File: config.mk
export PLATFORM = sky130hd
export DESIGN_NAME = rx_err_handler
export DESIGN_NICKNAME = d
export VERILOG_FILES = /design/src/rtl/rxerr_pkg.sv /design/src/rtl/rxerr_sticky.sv /design/src/rtl/rxerr_satcnt.sv /design/src/rtl/rxerr_fsm.sv /design/src/rtl/rx_err_handler.sv
export SDC_FILE = /design/constraint.sdc
export NUM_CORES = 1
export LEC_CHECK = 0
export ABC_AREA = 1
export BUFFER_PORTS_ARGS = -buffer_cell sky130_fd_sc_hd__buf_2
export CAP_MARGIN = 20
export CELL_PAD_IN_SITES_DETAIL_PLACEMENT = 1
export CELL_PAD_IN_SITES_GLOBAL_PLACEMENT = 1
export CORE_MARGIN = 2
export CORE_UTILIZATION = 32
export DETAILED_ROUTE_END_ITERATION = 10
export PLACE_DENSITY_LB_ADDON = 0.1
export SLEW_MARGIN = 40
export SYNTH_ARGS = -nofsm -noshare
export SYNTH_HDL_FRONTEND = slang
export SYNTH_SLANG_ARGS = --single-unit
File: constraint.sdc
create_clock -name clk -period 1.4 [get_ports clk]
set_input_delay 0.21 -clock clk [delete_from_list [all_inputs] [get_ports clk]]
set_output_delay 0.21 -clock clk [all_outputs]
set_load 0.01 [all_outputs]
File: src/rtl/rxerr_pkg.sv
package rxerr_pkg;
    typedef enum logic [1:0] {
        ST_IDLE     = 2'd0,
        ST_CHECKSUM = 2'd1,
        ST_BUSFAULT = 2'd2,
        ST_DROP     = 2'd3
    } rxerr_state_e;
endpackage

File: src/rtl/rxerr_sticky.sv
module rxerr_sticky #(
    parameter int W = 4
) (
    input  logic         clk,
    input  logic         rst_n,
    input  logic [W-1:0] set_i,
    input  logic [W-1:0] clr_i,
    output logic [W-1:0] val_o
);
    logic [W-1:0] val_q;

    always_ff @(posedge clk or negedge rst_n) begin
        if (!rst_n) val_q <= '0;
        else        val_q <= (val_q & ~clr_i) | set_i;
    end

    assign val_o = val_q;


    set_holds_chk: assert property (@(posedge clk) disable iff (!rst_n)
        (set_i != '0) |=> ((val_o & $past(set_i)) == $past(set_i)));

    clear_only_chk: assert property (@(posedge clk) disable iff (!rst_n)
        (clr_i != '0) |=> ((val_o & $past(clr_i) & ~$past(set_i)) == '0));
endmodule

File: src/rtl/rxerr_satcnt.sv
module rxerr_satcnt #(
    parameter int W = 16
) (
    input  logic         clk,
    input  logic         rst_n,
    input  logic         inc_i,
    output logic [W-1:0] cnt_o
);
    localparam logic [W-1:0] MAX = '1;
    logic [W-1:0] cnt_q;

    always_ff @(posedge clk or negedge rst_n) begin
        if (!rst_n)                      cnt_q <= '0;
        else if (inc_i && cnt_q != MAX)  cnt_q <= cnt_q + 1'b1;
    end

    assign cnt_o = cnt_q;


    count_step_chk: assert property (@(posedge clk) disable iff (!rst_n)
        (inc_i && cnt_o != MAX) |=> (cnt_o == $past(cnt_o) + 1'b1));

    count_sat_chk: assert property (@(posedge clk) disable iff (!rst_n)
        (cnt_o == MAX) |=> (cnt_o == MAX));
endmodule

File: src/rtl/rxerr_fsm.sv
module rxerr_fsm
    import rxerr_pkg::*;
#(
    parameter int NQ = 4,
    parameter int QW = $clog2(NQ)
) (
    input  logic          clk,
    input  logic          rst_n,
    input  logic          frm_vld_i,
    input  logic [QW-1:0] frm_q_i,
    input  logic          frm_crc_i,
    input  logic          frm_bus_i,
    input  logic [NQ-1:0] halt_i,
    output logic [QW-1:0] q_o,
    output logic          bd_wr_o,
    output logic          hunt_o,
    output logic          drop_o,
    output logic [NQ-1:0] rxf_set_o,
    output logic          bus_set_o,
    output logic [NQ-1:0] halt_set_o,
    output logic          cnt_inc_o
);
    rxerr_state_e state_q, state_d;
    logic [QW-1:0] q_r;
    logic [NQ-1:0] q_onehot;
    logic [NQ-1:0] halt_eff;

    assign q_onehot = NQ'(1) << q_r;
    // a queue in BUSFAULT this cycle counts as halted already
    assign halt_eff = halt_i | ((state_q == ST_BUSFAULT) ? q_onehot : '0);

    always_comb begin
        state_d = ST_IDLE;
        if (frm_vld_i) begin
            if (halt_eff[frm_q_i])  state_d = ST_DROP;
            else if (frm_bus_i)     state_d = ST_BUSFAULT;
            else if (frm_crc_i)     state_d = ST_CHECKSUM;
            else                    state_d = ST_IDLE;
        end
    end

    always_ff @(posedge clk or negedge rst_n) begin
        if (!rst_n) begin
            state_q <= ST_IDLE;
            q_r     <= '0;
        end else begin
            state_q <= state_d;
            if (frm_vld_i) q_r <= frm_q_i;
        end
    end

    always_comb begin
        bd_wr_o    = 1'b0;
        hunt_o     = 1'b0;
        drop_o     = 1'b0;
        rxf_set_o  = '0;
        bus_set_o  = 1'b0;
        halt_set_o = '0;
        cnt_inc_o  = 1'b0;
        unique case (state_q)
            ST_IDLE: ;
            ST_CHECKSUM: begin
                bd_wr_o   = 1'b1;
                hunt_o    = 1'b1;
                rxf_set_o = q_onehot;
            end
            ST_BUSFAULT: begin
                bus_set_o  = 1'b1;
                halt_set_o = q_onehot;
                cnt_inc_o  = 1'b1;
            end
            ST_DROP: drop_o = 1'b1;
            default: ;
        endcase
    end

    assign q_o = q_r;


    crc_close_chk: assert property (@(posedge clk) disable iff (!rst_n)
        (frm_vld_i && frm_crc_i && !frm_bus_i && !halt_i[frm_q_i]
         && !(state_q == ST_BUSFAULT && q_r == frm_q_i))
        |=> (bd_wr_o && q_o == $past(frm_q_i)));

    halted_drop_chk: assert property (@(posedge clk) disable iff (!rst_n)
        (frm_vld_i && halt_i[frm_q_i]) |=> (drop_o && !bd_wr_o && !cnt_inc_o));

    bus_wins_chk: assert property (@(posedge clk) disable iff (!rst_n)
        (frm_vld_i && frm_bus_i && frm_crc_i && !halt_i[frm_q_i]) |=> !bd_wr_o);

    clean_quiet_chk: assert property (@(posedge clk) disable iff (!rst_n)
        (frm_vld_i && !frm_bus_i && !frm_crc_i) |=> (!bd_wr_o && !cnt_inc_o && !hunt_o));
endmodule

File: src/rtl/rx_err_handler.sv
module rx_err_handler #(
    parameter int NQ    = 4,
    parameter int CNT_W = 16,
    parameter int QW    = $clog2(NQ)
) (
    input  logic             clk,
    input  logic             rst_n,
    input  logic             frm_vld_i,
    input  logic [QW-1:0]    frm_q_i,
    input  logic             frm_crc_i,
    input  logic             frm_bus_i,
    input  logic [NQ:0]      ev_clr_i,
    input  logic [NQ-1:0]    halt_clr_i,
    output logic             bd_wr_o,
    output logic             bd_crc_o,
    output logic             bd_close_o,
    output logic [QW-1:0]    bd_q_o,
    output logic             hunt_o,
    output logic             drop_o,
    output logic [NQ:0]      events_o,
    output logic [NQ-1:0]    halt_o,
    output logic [CNT_W-1:0] disc_cnt_o
);
    localparam int EV_W = NQ + 1;

    logic [NQ-1:0] rxf_set, halt_set;
    logic          bus_set, cnt_inc, bd_wr;

    rxerr_fsm #(.NQ(NQ), .QW(QW)) u_fsm (
        .clk        (clk),
        .rst_n      (rst_n),
        .frm_vld_i  (frm_vld_i),
        .frm_q_i    (frm_q_i),
        .frm_crc_i  (frm_crc_i),
        .frm_bus_i  (frm_bus_i),
        .halt_i     (halt_o),
        .q_o        (bd_q_o),
        .bd_wr_o    (bd_wr),
        .hunt_o     (hunt_o),
        .drop_o     (drop_o),
        .rxf_set_o  (rxf_set),
        .bus_set_o  (bus_set),
        .halt_set_o (halt_set),
        .cnt_inc_o  (cnt_inc)
    );

    rxerr_sticky #(.W(EV_W)) u_events (
        .clk   (clk),
        .rst_n (rst_n),
        .set_i ({bus_set, rxf_set}),
        .clr_i (ev_clr_i),
        .val_o (events_o)
    );

    rxerr_sticky #(.W(NQ)) u_halts (
        .clk   (clk),
        .rst_n (rst_n),
        .set_i (halt_set),
        .clr_i (halt_clr_i),
        .val_o (halt_o)
    );

    rxerr_satcnt #(.W(CNT_W)) u_disc (
        .clk   (clk),
        .rst_n (rst_n),
        .inc_i (cnt_inc),
        .cnt_o (disc_cnt_o)
    );

    assign bd_wr_o    = bd_wr;
    assign bd_crc_o   = bd_wr;
    assign bd_close_o = bd_wr;


    one_halt_chk: assert property (@(posedge clk) disable iff (!rst_n)
        $onehot0(halt_o & ~$past(halt_o)));

    bus_event_chk: assert property (@(posedge clk) disable iff (!rst_n)
        (disc_cnt_o != $past(disc_cnt_o)) |-> events_o[NQ]);

    hunt_pair_chk: assert property (@(posedge clk) disable iff (!rst_n)
        hunt_o |-> (bd_wr_o && !drop_o));
endmodule

==> results.cfg, run 1 <==
[run_status]
status = completed

[finish]
drive_gt1_share_pct = 36.3
fin_cells = 346
regArea_sq_um = 727
layout_commonest_cell = nand2_1
final_nets = 308
multi_input_comb_area_sq_um = 732
design_area_sq_um = 2280
final_cell_mix = nand2_1, buf_2, buf_4
fillCellCount = 616
diodes = 0
areaGrowthSynthToFinish_pct = 46.7

[sta]
fin_tns_setup_ps = 0
max_slew_margin_pct = 83.3
maxSlewViolCount = 0
max_freq_mhz = 724
fin_crit_ps = 1380
period_share_pct = 98.6
final-setup-viol-count = 0
worst_pin_slew_ps = 250
rsz0062_at_grt = true
hold_violations = 0
skew_ps = 5.46

[critical_path]
required_ps = 1580
path_class = flip-flop to flip-flop
cp.arrival_ps = 1560
cp_max_fo = 12
cp-start-kind = flip-flop
endpoint_kind = flip-flop

[detailed_routing]
viasPerCell = 4.55
drc_errors = 0
dr.first_iter.drc_count = 37
drtPass1Iterations = 4
finalWirelength_um = 4590
drtAntennaViolNets = 0
post_drt_wl_per_cell_um = 13.3
vias = 1575

[clock_network]
cts_root_buf = clkbuf_8
cts_buffers = 5
clkTransAtPathRegs_ps = 70
clk_path_buf_depth = 2
cts_max_level = 2
cts_tree = built
cts.sinks = 29
insertion_delay_ps = 290

[pwr]
total_power_mw = 2.57
p_leak_nw = 1.24
ir_drop_mv = 0.628
pwr_density_cell_nw_per_um2 = 1130

[logic_synthesis]
synth.avg_cell_area_sq_um = 7.48
synth_seq_cells = 29
synth_fp_nets = 225
yosysUniqueCellTypes = 21
synth_warnings = 0
ys_seq_area_share_pct = 46.6
netlist_instances = 208
synth_area_sq_um = 1560

[die]
die_w_um = 73.7
die-height_um = 73.7
fp-row-count = 25
die-area_sq_um = 5440
core_sq_um = 4690
start_util_pct = 33.2
io_pins = 48

[grt]
first_global_vias = 1590
antenna_found_initial = 0
grt_max_degree = 30
grt_usage_pct = 19.0
grt_first_pass_wirelength_um = 7710
grt_overflow = 0

[placed_design]
dp_hpwl_um = 3450
place.gp.congestion = 0.715
placed_cells = 336
dpl_cell_area_sq_um = 2090
io_buffers = 47

[job]
max_cap_viol_count = 0

[worst_hold_path]
hp-class = input pin to flip-flop
-- critical path: stages, from the launching register on --
cell	delay, ps
dfrtp_1	350
ha_2	190
nand3_2	100
clkinv_2	80
nand2_4	50
nor2_1	170
nor2_4	70
buf_12	140
nand2_1	70
nand2_1	50
-- where the power goes --
group          internal, mW  switching, mW
logic                 0.310          0.362
registers             0.930         0.0539
clock network         0.580          0.339
total                  1.82          0.755
-- synthesized netlist by cell type, drive strengths merged --
cell type | n | area share [%]
buf | 5 | 2.5
clkinv | 1 | 0.32
dfrtp | 29 | 47
ha | 1 | 0.80
inv | 27 | 6.5
nand2 | 78 | 19
nand3 | 15 | 5.1
nand3b | 1 | 0.48
nand4 | 2 | 0.80
nor2 | 21 | 5.4
nor3 | 1 | 0.32
o21ai | 15 | 5.5
o22ai | 1 | 0.40
xnor2 | 10 | 5.6
xor2 | 1 | 0.56
-- layout make-up --
type,instances,share of cell area (%)
multi-input combinational,146,32.1
inverter,28,4.66
timing repair buffer,81,23.4
clock inverter,1,1.32
tap,54,2.96
sequential,29,31.8
clock buffer,7,3.78
-- state kept, by name, indices dropped and copies added, names as in the netlist --
| register | cells |
|---|---|
| u_events.val_o | 5 |
| u_fsm.q_o | 2 |
| u_halts.val_o | 4 |
| u_fsm.state_q | 2 |
| u_disc.cnt_o | 16 |
-- routing by layer --
metal,share of wire [%],wire length [um],global-route usage [%]
met1,47,2150,26.1
met5,0,0,0
met3,4.4,201,4.94
met2,47,2150,29.2
met4,1.8,82,5.66
-- cell families (layout without fill, tap and decap cells) --
group                    count (synthesis)  count (layout)  synth area share [%]
buffers and inverters                   33             117                  9.32
AND/OR/NAND/NOR                        118             118                  31.1
XOR/XNOR                                11              11                  6.19
AO/OA/AOI/OAI                           16              16                  5.95
adder cells (fa/ha/maj)                  1               1                 0.804
flip-flops                              29              29                  46.6
-- final timing paths --
check                                       start                end  slack, ps  cells after the start
min in group asynchronous                   rst_n    u_disc.cnt_o[6]        410                      3
worst max-delay path              u_disc.cnt_o[1]    u_disc.cnt_o[9]         20                      9
worst max register to register    u_disc.cnt_o[1]    u_disc.cnt_o[9]         20                      9
worst min register to register  u_events.val_o[4]  u_events.val_o[4]        520                      2
worst min-delay path                halt_clr_i[3]   u_halts.val_o[3]        100                      2
max in group asynchronous                   rst_n    u_disc.cnt_o[0]        800                      3
-- through the flow --
step           hold WS [ps]  setup slack (ps)  util, %
3_5_place_dp            179              -407     44.6
6_report               97.5              19.3     48.7
2_1_floorplan         -85.6             -11.7        -
3_3_place_gp            175              -360     44.6
4_1_cts                94.2              4.85     48.2
5_1_grt                96.6              -121     48.7
-- repair_timing --
action / 4_1_cts / 5_1_grt
buffers inserted: 0 / 1
setup endpoints to repair: 15 / 20
hold buffers: 1 / 0
endpoints found under the hold margin: 29 / 0
resized for setup: 14 / 2
pin swaps: 0 / 1
No activity file was read; power rests on OpenSTA's default activity.
==> run 2, diff against run 1 <==
Settings changed: SETUP_SLACK_MARGIN set to 0.4.
==> run 2 against run 1 <==
The flow now finishes with violations (setup timing). Final cell count grew 4.9%. Combinational power grew 47%. Flip-flop and latch count is the same. Non-clock buffer count grew 17. Routed wire length grew 21%. Highest routed layer unchanged.
==> results.cfg, run 2 (synthesis results as in run 1) <==
[run_status]
status = complete, but fails checks
violations = setup timing

[critical_path]
required_ps = 1600
path_class = flip-flop to flip-flop
rr_startpoint = u_disc.cnt_o[11]
cp.arrival_ps = 1700
reg2reg_depth = 8
cp_max_fo = 12
endpoint_kind = flip-flop
reg2reg_slack_ps = -100
r2r-end = u_disc.cnt_o[5]
cp-start-kind = flip-flop

[die]
io_pins = 48
fp-row-count = 25
die-height_um = 73.7
start_util_pct = 33.2
die_w_um = 73.7
die-area_sq_um = 5440
core_sq_um = 4690

[pwr]
ir_drop_mv = 0.784
total_power_mw = 2.89
p_leak_nw = 1.47
pwr_density_cell_nw_per_um2 = 1030

[finish]
regArea_sq_um = 728
fillCellCount = 571
final_cell_mix = nand2_1, buf_6, buf_2
final_util_pct = 59.7
final_nets = 325
diodes = 0
layout_commonest_cell = nand2_1
multi_input_comb_area_sq_um = 912
largest_reg_flops = 16
areaGrowthSynthToFinish_pct = 79.9
drive_gt1_share_pct = 52.8

[sta]
fin_crit_ps = 1500
skew_ps = 3.58
hold_violations = 0
maxSlewViolCount = 0
period_share_pct = 107
final-setup-viol-count = 15
layout_setup_ws_ps = -99.8
max_freq_mhz = 667
rsz0062_at_grt = true
max_slew_margin_pct = 78.3
worst_pin_slew_ps = 324

[detailed_routing]
dr.first_iter.drc_count = 62
drtAntennaViolNets = 0
vias = 1721
drc_errors = 0
finalWirelength_um = 5540
drtPass1Iterations = 4
post_drt_wl_per_cell_um = 15.2
viasPerCell = 4.74

[clock_network]
clk_path_buf_depth = 2
cts_buffers = 5
clkTransAtPathRegs_ps = 70
cts_max_level = 2
cts.sinks = 29
cts_tree = built
insertion_delay_ps = 280
cts_root_buf = clkbuf_8

[worst_hold_path]
hp-start = halt_clr_i[3]
hp-class = input pin to flip-flop
holdPathEnd = u_halts.val_o[3]
min_path_cells = 2

[job]
max_cap_viol_count = 0

[grt]
grt_overflow = 0
grt_usage_pct = 19.9
grt_max_degree = 30
first_global_vias = 1702
grt_first_pass_wirelength_um = 8140
antenna_found_initial = 0

[placed_design]
place.gp.congestion = 0.776
io_buffers = 47
dp_hpwl_um = 3360
[run 2: worst max-delay path by stage]
stage | startpoint | to
final | u_disc.cnt_o[11] | u_disc.cnt_o[5]
after global routing | u_disc.cnt_o[11] | u_disc.cnt_o[2]
after CTS | u_disc.cnt_o[1] | u_disc.cnt_o[5]
after detailed placement | u_disc.cnt_o[1] | u_disc.cnt_o[9]
after global placement | u_disc.cnt_o[0] | u_disc.cnt_o[15]
after floorplan | u_disc.cnt_o[1] | u_disc.cnt_o[10]
[run 2: per-layer routing]
| metal | up-vias | track usage, % | share of wire [%] |
|---|---|---|---|
| met5 | - | 0 | 0 |
| met2 | 37 | 33.3 | 51 |
| met4 | 0 | 6.06 | 0.76 |
| met3 | 5 | 3.98 | 3.8 |
| li1 | 839 | - | - |
| met1 | 840 | 25.7 | 45 |
[run 2: per-stage QoR]
| stage | area, sq um | setup TNS (ps) | cells | setup slack (ps) | hold slack, ps |
|---|---|---|---|---|---|
| after detailed placement | 2100 | -4400 | 336 | -390 | 177 |
| after CTS | 2570 | 0 | 354 | 2.03 | 82.1 |
| after floorplan | 1570 | -94.4 | 208 | -11.7 | -85.6 |
| final | 2800 | -820 | 363 | -99.8 | 88.1 |
| after global routing | 2800 | -2170 | 363 | -193 | 87.3 |
| after global placement | 2100 | -3990 | 336 | -335 | 176 |
[run 2: repair_timing]
item / CTS / global route
hold buffers: 1 / 0
cloned: 0 / 0
gates resized for setup: 75 / 45
buffers inserted: 9 / 9
endpoints found under the setup margin: 52 / 58
hold endpoints to repair: 29 / 0
pin swaps: 15 / 12
[run 2: area by class of cell]
class / count / area share (%)
multi-input cells: 146 / 32.6
repair buffers: 98 / 30.8
flip-flops and latches: 29 / 26.0
inverters: 28 / 4.02
clock buffers: 7 / 3.08
well taps: 54 / 2.41
clock inverters: 1 / 1.07
[run 2: power breakdown]
group / internal (mW) / switching (mW)
logic: 0.511 / 0.477
registers: 0.931 / 0.0670
clock network: 0.580 / 0.330
total: 2.02 / 0.873
[run 2: worst max-delay path: stages, from the launching register on]
cell and delay, ps:
dfrtp_1 370, nand2_1 120, nor2_2 200, nand2_2 110, buf_6 130, o21ai_4 190
buf_12 160, nand2_1 50, o21ai_1 90
==> run 3, diff against run 2 <==
Settings changed: CORE_UTILIZATION 32 to 33, SYNTH_HIERARCHICAL set to 1.
==> run 3 against run 2 <==
The run still ends with setup timing left. Die area rose by 9.4%. Clock-buffer cell count is the same. Flip-flop and latch count is the same. First-iteration DRC count grew 47%. Power is 19% higher. Sequential share of layout area shrank 4.1 points. Critical path depth rose by 1. Highest routed layer unchanged.
==> results.cfg, run 3 <==
[job]
max_cap_viol_count = 0

[logic_synthesis]
synth_top_area_share_pct = 41.1
ys_seq_area_share_pct = 41.1
synth_fp_nets = 267
yosysUniqueCellTypes = 20
synth_ff_type = dfrtp_1
synth_area_sq_um = 1760
synth_seq_cells = 29
yosys.area.top_type = dfrtp_1
synthTopCellsByArea = dfrtp_1, nand2_1, inv_1
synth_warnings = 6
netlist_instances = 250
synth-edff-count = 0
synthTopCellsByCount = nand2_1, inv_1, dfrtp_1
synth.most_common_cell = nand2_1
async_flop_share_pct = 100
synth.avg_cell_area_sq_um = 7.06

[critical_path]
crit_path_cell_trace = nand2_2 > nor2_4 > buf_4 > nand4_4 > buf_6 > nand2_2 > nand2_1 > nand2_1 > inv_1
r2r-end = u_disc/cnt_o[15]
cp-startpoint = u_disc/cnt_o[10]
endpoint_kind = flip-flop
slowest_delay_ps = 400
rr_startpoint = u_disc/cnt_o[10]
cp-start-kind = flip-flop
critical_path.endpoint = u_disc/cnt_o[15]
cp.arrival_ps = 1750
reg2reg_slack_ps = -160
required_ps = 1600
slowest_stage = dfrtp_1
reg2reg_depth = 9
cp_max_fo = 3
path_class = flip-flop to flip-flop

[finish]
final_util_pct = 65.3
diodes = 0
layout_commonest_cell = nand2_1
largest_reg_flops = 16
areaGrowthSynthToFinish_pct = 90.4
final_nets = 391
drive_gt1_share_pct = 60.3
final_cell_mix = nand2_1, buf_6, buf_4

[run_status]
status = complete, but fails checks
violations = setup timing

[pwr]
p_leak_nw = 1.77
pwr_density_cell_nw_per_um2 = 1030
total_power_mw = 3.45
ir_drop_mv = 0.777

[sta]
skew_ps = 8.89
maxSlewViolCount = 0
period_share_pct = 111
hold_violations = 0
fin_crit_ps = 1560
max_slew_margin_pct = 79.8
max_freq_mhz = 642
layout_setup_ws_ps = -157
final-setup-viol-count = 11
worst_pin_slew_ps = 302
rsz0062_at_grt = true

[detailed_routing]
viasPerCell = 4.94
finalWirelength_um = 8930
drtPass1Iterations = 5
vias = 2197
dr.first_iter.drc_count = 91
drc_errors = 0
drtAntennaViolNets = 0
post_drt_wl_per_cell_um = 20.1

[placed_design]
place.gp.congestion = 0.787
io_buffers = 47
dp_hpwl_um = 3940

[die]
die-height_um = 77.1
die-area_sq_um = 5950
core_sq_um = 5140
fp-row-count = 26
start_util_pct = 34.3
die_w_um = 77.1
io_pins = 48

[clock_network]
cts_tree = built
cts_max_level = 2
cts_root_buf = clkbuf_8
cts.sinks = 29
clk_path_buf_depth = 2
insertion_delay_ps = 290
clkTransAtPathRegs_ps = 80
cts_buffers = 5

[grt]
grt_overflow = 0
grt_first_pass_wirelength_um = 10400
antenna_found_initial = 0
grt_max_degree = 30
grt_usage_pct = 22.3
first_global_vias = 2167

[worst_hold_path]
min_path_cells = 4
hp-class = input pin to flip-flop
[run 3: worst min-delay path by stage]
| stage | from | end | slack, ps |
|---|---|---|---|
| after floorplan | rst_n | u_disc/cnt_o[0] | -90 |
| after global placement | rst_n | u_disc/cnt_o[7] | 180 |
| after detailed placement | rst_n | u_disc/cnt_o[7] | 180 |
| after CTS | ev_clr_i[1] | u_events/val_o[1] | 140 |
| after global routing | halt_clr_i[3] | u_halts/val_o[3] | 160 |
| final | halt_clr_i[1] | u_halts/val_o[1] | 150 |
[run 3: kinds of logic after synthesis]
logic type / synth area share [%]
and+or+nand+nor: 38.9
buffers and inverters: 12.8
DFF: 41.1
AOI/OAI and AO/OA: 3.55
xor gates and xnor gates: 2.98
adders and majority gates: 0.709
[run 3: metrics by stage]
stage | worst slack (ps) | instances | hold WS [ps] | setup TNS, ps | cell area (sq um)
2_1_floorplan | 85.2 | 250 | -85.6 | 0 | 1800
3_3_place_gp | 72.6 | 388 | 178 | 0 | 2300
3_5_place_dp | 54.9 | 388 | 185 | 0 | 2300
4_1_cts | 61.0 | 423 | 138 | 0 | 2920
5_1_grt | -164 | 445 | 162 | -1170 | 3360
6_report | -157 | 445 | 150 | -326 | 3360
[run 3: cell type report]
class / instances / area, sq um
fillers: 626 / 1780
multi-input cells: 170 / 1160
repair buffers: 122 / 1070
flip-flops and latches: 29 / 736
inverters: 46 / 193
well taps: 70 / 87.6
clock buffers: 7 / 86.3
clock inverters: 1 / 30.0
[run 3: report_power, final]
group | switching [mW] | leakage, nW | internal, mW | total [mW]
logic | 0.727 | 1.33 | 0.732 | 1.46
registers | 0.111 | 0.378 | 0.936 | 1.05
clock network | 0.362 | 0.0585 | 0.580 | 0.942
[run 3: what timing repair did]
item,4_1_cts,5_1_grt
gates cloned,0,1
hold buffers,1,0
resized for setup,76,76
setup endpoints to repair,57,58
setup buffers,26,21
hold endpoints to repair,29,0
pin swaps,23,27
[run 3: per-layer routing]
| layer | part of all wire [%] | routed length [um] | GRT usage (%) | up-vias |
|---|---|---|---|---|
| met2 | 54 | 4830 | 45.0 | 73 |
| met4 | 3.9 | 351 | 6.61 | 0 |
| met3 | 3.6 | 323 | 4.00 | 33 |
| met5 | 0 | 0 | 0 | - |
| li1 | - | - | - | 995 |
| met1 | 38 | 3420 | 22.9 | 1096 |
[run 3: worst max-delay path, delay by kind of cell, from the launching register on]
family / cells / cell delay [ps]
buffers and inverters: 3 / 350
flip-flops: 1 / 400
AND/OR/NAND/NOR: 6 / 680
